`src/rtl/hbg_pkg.sv`:
```
`timescale 1ns/1ps
package hbg_pkg;
    localparam int NUM_LEGS = 2;

    typedef enum logic [1:0] {
        LVL_Z  = 2'd0,
        LVL_LO = 2'd1,
        LVL_HI = 2'd2
    } lvl_t;

    typedef enum logic [2:0] {
        OP_STANDBY = 3'd0,
        OP_DRIVE   = 3'd1,
        OP_CHOP    = 3'd2,
        OP_BRAKE   = 3'd3,
        OP_FAST    = 3'd4
    } op_t;

    typedef enum logic [1:0] {
        LEG_OFF  = 2'd0,
        LEG_HIGH = 2'd1,
        LEG_LOW  = 2'd2,
        LEG_DEAD = 2'd3
    } leg_st_t;
endpackage

```
`src/rtl/hbg_mode_decode.sv`:
```
`timescale 1ns/1ps
module hbg_mode_decode
    import hbg_pkg::*;
(
    input  logic sby_n,
    input  logic phase_in,
    input  logic en_in,
    input  logic mode_in,
    input  logic chop_act,
    input  logic chop_recirc,
    input  logic i_near_zero,
    output lvl_t lvl_a,
    output lvl_t lvl_b
);
    op_t op;

    // Operation classification, standby has top priority
    always_comb begin
        if (!sby_n)
            op = OP_STANDBY;
        else if (en_in)
            op = chop_act ? OP_CHOP : OP_DRIVE;
        else
            op = mode_in ? OP_BRAKE : OP_FAST;
    end

    // Per-leg target levels for each operation
    always_comb begin
        lvl_a = LVL_Z;
        lvl_b = LVL_Z;
        unique case (op)
            OP_STANDBY: begin
                lvl_a = LVL_Z;
                lvl_b = LVL_Z;
            end
            OP_DRIVE: begin
                lvl_a = phase_in ? LVL_HI : LVL_LO;
                lvl_b = phase_in ? LVL_LO : LVL_HI;
            end
            OP_CHOP: begin
                if (!chop_recirc && i_near_zero) begin
                    lvl_a = LVL_Z;
                    lvl_b = LVL_Z;
                end else if (phase_in) begin
                    lvl_a = chop_recirc ? LVL_HI : LVL_LO;
                    lvl_b = LVL_HI;
                end else begin
                    lvl_a = LVL_HI;
                    lvl_b = chop_recirc ? LVL_HI : LVL_LO;
                end
            end
            OP_BRAKE: begin
                lvl_a = LVL_HI;
                lvl_b = LVL_HI;
            end
            OP_FAST: begin
                if (i_near_zero) begin
                    lvl_a = LVL_Z;
                    lvl_b = LVL_Z;
                end else begin
                    lvl_a = phase_in ? LVL_LO : LVL_HI;
                    lvl_b = phase_in ? LVL_HI : LVL_LO;
                end
            end
            default: begin
                lvl_a = LVL_Z;
                lvl_b = LVL_Z;
            end
        endcase
    end
endmodule

```
`src/rtl/hbg_leg_fsm.sv`:
```
`timescale 1ns/1ps
module hbg_leg_fsm
    import hbg_pkg::*;
#(
    parameter int DEAD_CYC = 35
) (
    input  logic clk,
    input  logic rst_n,
    input  lvl_t tgt,
    input  logic kill,
    output logic hs,
    output logic ls
);
    localparam int CNT_W = (DEAD_CYC < 2) ? 1 : $clog2(DEAD_CYC);
    localparam logic [CNT_W-1:0] CNT_LOAD = CNT_W'(DEAD_CYC - 1);

    leg_st_t          st, st_nxt;
    logic [CNT_W-1:0] cnt, cnt_nxt;

    // State register
    always_ff @(posedge clk) begin
        if (!rst_n) begin
            st  <= LEG_OFF;
            cnt <= '0;
        end else begin
            st  <= st_nxt;
            cnt <= cnt_nxt;
        end
    end

    // Next-state logic
    always_comb begin
        st_nxt  = st;
        cnt_nxt = cnt;
        if (kill) begin
            st_nxt  = LEG_DEAD;
            cnt_nxt = CNT_LOAD;
        end else begin
            unique case (st)
                LEG_OFF: begin
                    if (tgt == LVL_HI)      st_nxt = LEG_HIGH;
                    else if (tgt == LVL_LO) st_nxt = LEG_LOW;
                end
                LEG_HIGH: begin
                    if (tgt != LVL_HI) begin
                        st_nxt  = LEG_DEAD;
                        cnt_nxt = CNT_LOAD;
                    end
                end
                LEG_LOW: begin
                    if (tgt != LVL_LO) begin
                        st_nxt  = LEG_DEAD;
                        cnt_nxt = CNT_LOAD;
                    end
                end
                LEG_DEAD: begin
                    if (cnt == '0) begin
                        if (tgt == LVL_HI)      st_nxt = LEG_HIGH;
                        else if (tgt == LVL_LO) st_nxt = LEG_LOW;
                        else                    st_nxt = LEG_OFF;
                    end else begin
                        cnt_nxt = cnt - 1'b1;
                    end
                end
                default: st_nxt = LEG_DEAD;
            endcase
        end
    end

    // Outputs: state decode, fault kill acts without a clock edge
    always_comb begin
        hs = (st == LEG_HIGH) && !kill;
        ls = (st == LEG_LOW)  && !kill;
    end
endmodule

```
`src/rtl/hbridge_gate_ctrl.sv`:
```
`timescale 1ns/1ps
module hbridge_gate_ctrl
    import hbg_pkg::*;
#(
    parameter int DEAD_CYC = 35
) (
    input  logic                clk,
    input  logic                rst_n,
    input  logic                sby_n,
    input  logic                phase_in,
    input  logic                en_in,
    input  logic                mode_in,
    input  logic                chop_act,
    input  logic                chop_recirc,
    input  logic                i_near_zero,
    input  logic                flt_off,
    output logic [NUM_LEGS-1:0] hs_on,
    output logic [NUM_LEGS-1:0] ls_on
);
    lvl_t lvl_a, lvl_b;
    lvl_t leg_tgt [NUM_LEGS];

    hbg_mode_decode u_dec (
        .sby_n       (sby_n),
        .phase_in    (phase_in),
        .en_in       (en_in),
        .mode_in     (mode_in),
        .chop_act    (chop_act),
        .chop_recirc (chop_recirc),
        .i_near_zero (i_near_zero),
        .lvl_a       (lvl_a),
        .lvl_b       (lvl_b)
    );

    assign leg_tgt[0] = lvl_a;
    assign leg_tgt[1] = lvl_b;

    for (genvar g = 0; g < NUM_LEGS; g++) begin : g_leg
        hbg_leg_fsm #(.DEAD_CYC(DEAD_CYC)) u_leg (
            .clk   (clk),
            .rst_n (rst_n),
            .tgt   (leg_tgt[g]),
            .kill  (flt_off),
            .hs    (hs_on[g]),
            .ls    (ls_on[g])
        );
    end
endmodule

```
`config.mk`:
```
export PLATFORM = sky130hd
export DESIGN_NAME = hbridge_gate_ctrl
export DESIGN_NICKNAME = d
export VERILOG_FILES = /design/src/rtl/hbg_pkg.sv /design/src/rtl/hbg_mode_decode.sv /design/src/rtl/hbg_leg_fsm.sv /design/src/rtl/hbridge_gate_ctrl.sv
export SDC_FILE = /design/constraint.sdc
export NUM_CORES = 1
export LEC_CHECK = 0
export BUFFER_PORTS_ARGS = -buffer_cell sky130_fd_sc_hd__buf_2
export CAP_MARGIN = 20
export CORE_MARGIN = 5
export CORE_UTILIZATION = 60
export DETAILED_ROUTE_END_ITERATION = 10
export GPL_ROUTABILITY_DRIVEN = 0
export PLACE_DENSITY = 0.8
export SLEW_MARGIN = 20
export SYNTH_ARGS = -nofsm -noshare
export SYNTH_HDL_FRONTEND = slang
export SYNTH_SLANG_ARGS = --single-unit
export TNS_END_PERCENT = 10
```
`constraint.sdc`:
```
create_clock -name clk -period 1.85 [get_ports clk]
set_input_delay 0 -clock clk [delete_from_list [all_inputs] [get_ports clk]]
set_output_delay 0 -clock clk [all_outputs]
set_load 0.005 [all_outputs]
```
==> impl_metrics.yaml, run 1 <==
synth:
  syn_area_mm2: 0.001630
  synth_edf_count: 0
  yosysTopAreaCellShare_pct: 19.65
  synthArstFlopShare_pct: 0
  synthCells: 199
  yosysMostFrequentCell: "dfxtp_1"
  synth_top_area_cell: "dfxtp_1"
  ys_top_cells_by_count: "dfxtp_1, inv_1, ha_1, nor2_1, nor2b_1"
  synth_nets: 223
  synth_area_per_cell_um2: 8.193
  ys_seq_area_share_pct: 19.65
  synth_flop_cell: "dfxtp_1"
  ys_ff_latch: 16
  synth_area_leaders: "dfxtp_1, ha_1, nor2b_1"
  yosys_warnings: 0
  synth_cell_types: 62
timing:
  min_period_ns: 1.760
  hold_ws_ns: 0.1913
  fin_skew_ns: 0.008629
  drv_slew: 0
  slew_headroom_pct: 69.40
  max_freq_mhz: 568.2
  finalCritPeriodShare_pct: 95.14
  finalSetupViolCount: 0
  worst_pin_slew_ns: 0.4555
  hold_viol: 0
  rsz0062_at_grt: "false"
finish:
  fin_nets: 237
  drive_above_1_share_pct: 20.28
  final_core_util_pct: 66.09
  design_area_mm2: 0.001775
  num_antenna_cells: 0
  area_delta_synth_final_pct: 8.902
setup_path:
  slowest_delay_ns: 0.38
  critPathKind: "reg -> reg"
  r2r_slack_ns: 0.09
  worst_ep_required_time_ns: 2.04
  cp-start-kind: "flop"
  cp_data_arrival_time_ns: 1.95
  end_kind: "flop"
  critical_path_buf_inv_count: 1
  crit_path_cell_trace: "inv_1 -> ha_1 -> nor2b_1 -> and3_1 -> or3_1 -> o311a_1"
  cp_top_family: "simple AND/OR/NAND/NOR gates"
  worst_path_max_delay_cell: "dfxtp_2"
  crit_fanout: 4
die:
  start_util_pct: 60.69
  dieArea_mm2: 0.003860
  core.rowCount: 19
  ios: 14
  core_mm2: 0.002686
  die_w_um: 62.13
  die-height_um: 62.13
global_routing:
  grt_start_max_net_pins: 17
  grt_pass1_vias: 1608
  grt_use_total_pct: 21.24
  antenna_found_initial: 0
  grt_pass1_wl_um: 7031
  grt_overflow_total: 0
route:
  via_per_inst: 6.626
  detail-route-antenna-nets: 0
  drt-pass1-iter-count: 4
  wl_per_cell_um: 16.83
  drtIter0Drc: 77
  vias: 1610
  drc_errors: 0
  drt_wl_total_um: 4090
cts:
  cts_tree: "built"
  clockBufferDepth: 2
  clkLatencyLatePin_ns: 0.29
  cts_root_buf: "clkbuf_4"
  htree_levels: 1
  cts_buffers: 3
  clk_pin_slew_ns: 0.11
  clock_sinks: 16
hold_path:
  hold_class: "in -> reg"
pwr:
  ir_worst_vdd_mv: 0.6542
  pwr-share-clk_pct: 15.0
  p_seq_share_pct: 29.2
  p_switching_mw: 0.6680
  swShare_pct: 42.12
  powerDensity_mw_per_mm2: 893.2
  leakagePower_nw: 0.7705
  pwr-share-comb_pct: 55.8
  internal_power_mw: 0.9178
outcome:
  outcome: "completed"
placed_design:
  place_area_mm2: 0.001715
  post-dp-hpwl_um: 3161
  portBuffers: 13
run:
  cap_violations: 0
-- layout make-up --
class	instances	area, um2
clock buffer	4	36.28
fill	232	910.9
inverter	15	56.30
multi-input combinational	156	1191
sequential	16	325.3
tap	31	38.79
timing repair buffer	21	127.6
-- worst paths after layout --
| check | start | endpoint | cells after the start |
|---|---|---|---|
| setup reg to reg | g_leg[0].u_leg.cnt[1]$_SDFFE_PN0P_ | g_leg[0].u_leg.cnt[1]$_SDFFE_PN0P_ | 6 |
| hold reg to reg | g_leg[0].u_leg.cnt[4]$_SDFFE_PP0P_ | g_leg[0].u_leg.cnt[4]$_SDFFE_PP0P_ | 2 |
| setup / recovery | g_leg[0].u_leg.cnt[1]$_SDFFE_PN0P_ | g_leg[0].u_leg.cnt[1]$_SDFFE_PN0P_ | 6 |
| hold / removal | flt_off | g_leg[1].u_leg.cnt[5]$_SDFFE_PN0P_ | 3 |
-- metal layers --
metal | vias to the layer above | part of all wire, % | global-route usage, %
li1 | 783 | - | -
met3 | 8 | 4.4 | 3.423
met2 | 50 | 53 | 38.34
met4 | 0 | 2.1 | 8.401
met1 | 769 | 41 | 24.48
met5 | - | 0 | 0
-- cell usage in the layout (no fill, tap or decap), drive strengths merged, types with 4 or more instances in the layout --
master  instances
buf            20
ha             14
a211oi          5
or3             6
nor2b          12
nor3            4
a21oi           5
a31oi           6
nand4           7
o21ai           8
nor2           15
and3            4
inv            15
dfxtp          16
nand3          10
clkbuf          4
nand2           9
-- worst register-to-register path, stage by stage, from the launching register on --
cell     delay (ns)
dfxtp_2        0.38
inv_1          0.07
ha_1           0.17
nor2b_1        0.15
and3_1         0.21
or3_1          0.34
o311a_1        0.35
-- power by group through the flow --
stage                     clock network (mW)  logic [mW]  registers [mW]
after floorplan                            0       0.667           0.450
after global placement                     0       0.823           0.463
after detailed placement                   0       0.858           0.468
after CTS                              0.246       0.864           0.460
after global routing                   0.273       0.986           0.472
final                                  0.238       0.885           0.464
-- through the flow --
| stage | setup WS [ns] | instances | setup TNS [ns] | power [mW] |
|---|---|---|---|---|
| floorplan | 0.1674 | 199 | 0 | 1.117 |
| global placement | 0.09156 | 238 | 0 | 1.286 |
| detailed placement | -0.01516 | 238 | -0.02830 | 1.326 |
| CTS | 0.05004 | 242 | 0 | 1.570 |
| global route | 0.006988 | 243 | 0 | 1.731 |
| finish | 0.09000 | 243 | 0 | 1.586 |
-- registers in the layout, indices dropped and copies added, names as in the netlist --
register,count
g_leg.u_leg.cnt,12
g_leg.u_leg.st,4
-- kinds of logic after synthesis --
logic type / after synthesis / synth area share, %
AND/OR/NAND/NOR: 81 / 30.24
AO/OA/AOI/OAI: 58 / 29.63
multiplexers: 3 / 1.919
flip-flops: 16 / 19.65
buffers and inverters: 27 / 7.828
adder cells (fa/ha/maj): 14 / 10.74
-- timing repair --
item / CTS / global route
buffers inserted: 0 / 0
resized for setup: 1 / 6
endpoints found under the setup margin: 2 / 5
hold buffers: 0 / 1
hold endpoints to repair: 0 / 1
pin swaps: 0 / 1
(Power assumes the default switching activity.)
==> inputs of run 2 (changes only) <==
--- a/config.mk
+++ b/config.mk
@@ -11,7 +11,7 @@
 export CORE_UTILIZATION = 60
 export DETAILED_ROUTE_END_ITERATION = 10
 export GPL_ROUTABILITY_DRIVEN = 0
-export PLACE_DENSITY = 0.8
+export PLACE_DENSITY = 0.78
 export SLEW_MARGIN = 20
 export SYNTH_ARGS = -nofsm -noshare
 export SYNTH_HDL_FRONTEND = slang
==> run 2 against run 1 <==
- routed wire length rose by 2.7%
- register-to-register slack got worse by 0.03 ns
- utilization fell by 0.14 points
- sequential power fell by 1%
- die area did not move
- worst hold slack got worse by 0.18 ns
- cell area fell by 0.21%
- global-route usage rose by 0.40 points
- maximum frequency fell by 1.7%
- clock skew rose by 0.0076 ns
- count of clock-buffer cells in the layout did not move
- critical path depth rose by 1
==> impl_metrics.yaml, run 2 (synthesis gave the netlist of run 1 again) <==
global_routing:
  grt_use_total_pct: 21.64
  antenna_found_initial: 0
  grt_overflow_total: 0
  grt_pass1_wl_um: 7182
  grt_pass1_vias: 1656
  grt_start_max_net_pins: 17
route:
  drt_wl_total_um: 4201
  detail-route-antenna-nets: 0
  drc_errors: 0
  drt-pass1-iter-count: 4
  vias: 1614
  via_per_inst: 6.642
  wl_per_cell_um: 17.29
  drtIter0Drc: 146
pwr:
  pwr-share-comb_pct: 55.6
  pwr-share-clk_pct: 15.4
  power_mw: 1.582
  swShare_pct: 42.12
  internal_power_mw: 0.9154
  leakagePower_nw: 0.7717
  p_switching_mw: 0.6662
  powerDensity_mw_per_mm2: 892.7
  p_seq_share_pct: 29.0
  ir_worst_vdd_mv: 0.6486
die:
  die-height_um: 62.13
  dieArea_mm2: 0.003860
  start_util_pct: 60.69
  core.rowCount: 19
  die_w_um: 62.13
  ios: 14
  core_mm2: 0.002686
placed_design:
  post-dp-hpwl_um: 3168
  place_area_mm2: 0.001723
  portBuffers: 13
timing:
  fin_skew_ns: 0.01623
  finalSetupViolCount: 0
  rsz0062_at_grt: "true"
  worst_pin_slew_ns: 0.5498
  finalCritPeriodShare_pct: 96.73
  slew_headroom_pct: 63.07
  drv_slew: 0
  min_period_ns: 1.790
  hold_viol: 0
  max_freq_mhz: 558.8
  setup-tns-final_ns: 0
  hold_ws_ns: 0.009580
setup_path:
  critPathKind: "reg -> reg"
  cp_top_family: "simple AND/OR/NAND/NOR gates"
  crit_fanout: 4
  worst_ep_required_time_ns: 2.04
  worst_path_max_delay_cell: "dfxtp_2"
  cp-start-kind: "flop"
  crit_path_cell_trace: "inv_1 -> ha_1 -> nor2b_1 -> and4_1 -> a211oi_2 -> and4b_1 -> a211oi_1"
  critical_path_buf_inv_count: 1
  cp_data_arrival_time_ns: 1.98
  slowest_delay_ns: 0.38
  end_kind: "flop"
finish:
  num_antenna_cells: 0
  drive_above_1_share_pct: 20.28
  design_area_mm2: 0.001772
  fin_nets: 237
  area_delta_synth_final_pct: 8.672
  final_common_cell: "inv_1"
  top_register: "g_leg.u_leg.cnt"
  reg.largest.list: "g_leg.u_leg.cnt (12), g_leg.u_leg.st (4)"
  largest_reg_flops: 12
  final_cell_mix: "inv_1, nor2_1, ha_1"
  final_core_util_pct: 65.95
cts:
  htree_levels: 1
  cts_root_buf: "clkbuf_4"
  clkLatencyLatePin_ns: 0.30
  cts_buffers: 3
  clockBufferDepth: 2
  clk_pin_slew_ns: 0.12
  cts_tree: "built"
  clock_sinks: 16
outcome:
  outcome: "completed"
run:
  cap_violations: 0
hold_path:
  hold_class: "in -> reg"
==> run 2: cell count changes in the layout (fill, tap and decap cells not counted) <==
cell,before,now
dlygate4sd3_1,1,0
dfxtp_1,12,13
buf_4,7,8
dfxtp_2,4,3
==> run 2: worst paths after layout <==
| check | to | cells after the start | slack (ns) | startpoint |
|---|---|---|---|---|
| setup / recovery | g_leg[0].u_leg.st[1]$_SDFFE_PN0P_ | 7 | 0.06 | g_leg[0].u_leg.st[0]$_SDFFE_PN0P_ |
| hold / removal | g_leg[0].u_leg.cnt[1]$_SDFFE_PN0P_ | 2 | 0.01 | rst_n |
| setup reg to reg | g_leg[0].u_leg.st[1]$_SDFFE_PN0P_ | 7 | 0.06 | g_leg[0].u_leg.st[0]$_SDFFE_PN0P_ |
| hold reg to reg | g_leg[0].u_leg.cnt[4]$_SDFFE_PP0P_ | 2 | 0.48 | g_leg[0].u_leg.cnt[4]$_SDFFE_PP0P_ |
==> run 2: cell type report <==
type                       instances  area [um2]
timing repair buffer              21       125.1
fill                             245       914.6
sequential                        16       324.1
inverter                          15       56.30
tap                               31       38.79
multi-input combinational        156        1191
clock buffer                       4       36.28
==> run 2: per-layer routing <==
metal / routed length, um / track usage [%]
met1: 1751 / 25.66
met2: 2225 / 38.73
met3: 206 / 2.703
met4: 18 / 8.672
met5: 0 / 0
==> run 2: per-stage QoR <==
| step | worst slack, ns | instances |
|---|---|---|
| global route | -0.05052 | 243 |
| floorplan | 0.1674 | 199 |
| global placement | 0.1038 | 239 |
| finish | 0.06046 | 243 |
| detailed placement | 0.02624 | 239 |
| CTS | 0.05398 | 243 |
==> run 2: repair_timing <==
item / CTS / global route
hold buffers: 0 / 0
cloned: 0 / 0
endpoints found under the setup margin: 1 / 6
endpoints found under the hold margin: 0 / 0
gates resized for setup: 1 / 5
setup buffers: 0 / 0
pin swaps: 0 / 3
==> run 2: power groups by stage <==
stage,logic [mW],clock network [mW],registers (mW)
6_report,0.879,0.244,0.458
4_1_cts,0.860,0.254,0.455
3_5_place_dp,0.855,0,0.463
2_1_floorplan,0.667,0,0.450
5_1_grt,0.973,0.272,0.468
3_3_place_gp,0.828,0,0.462
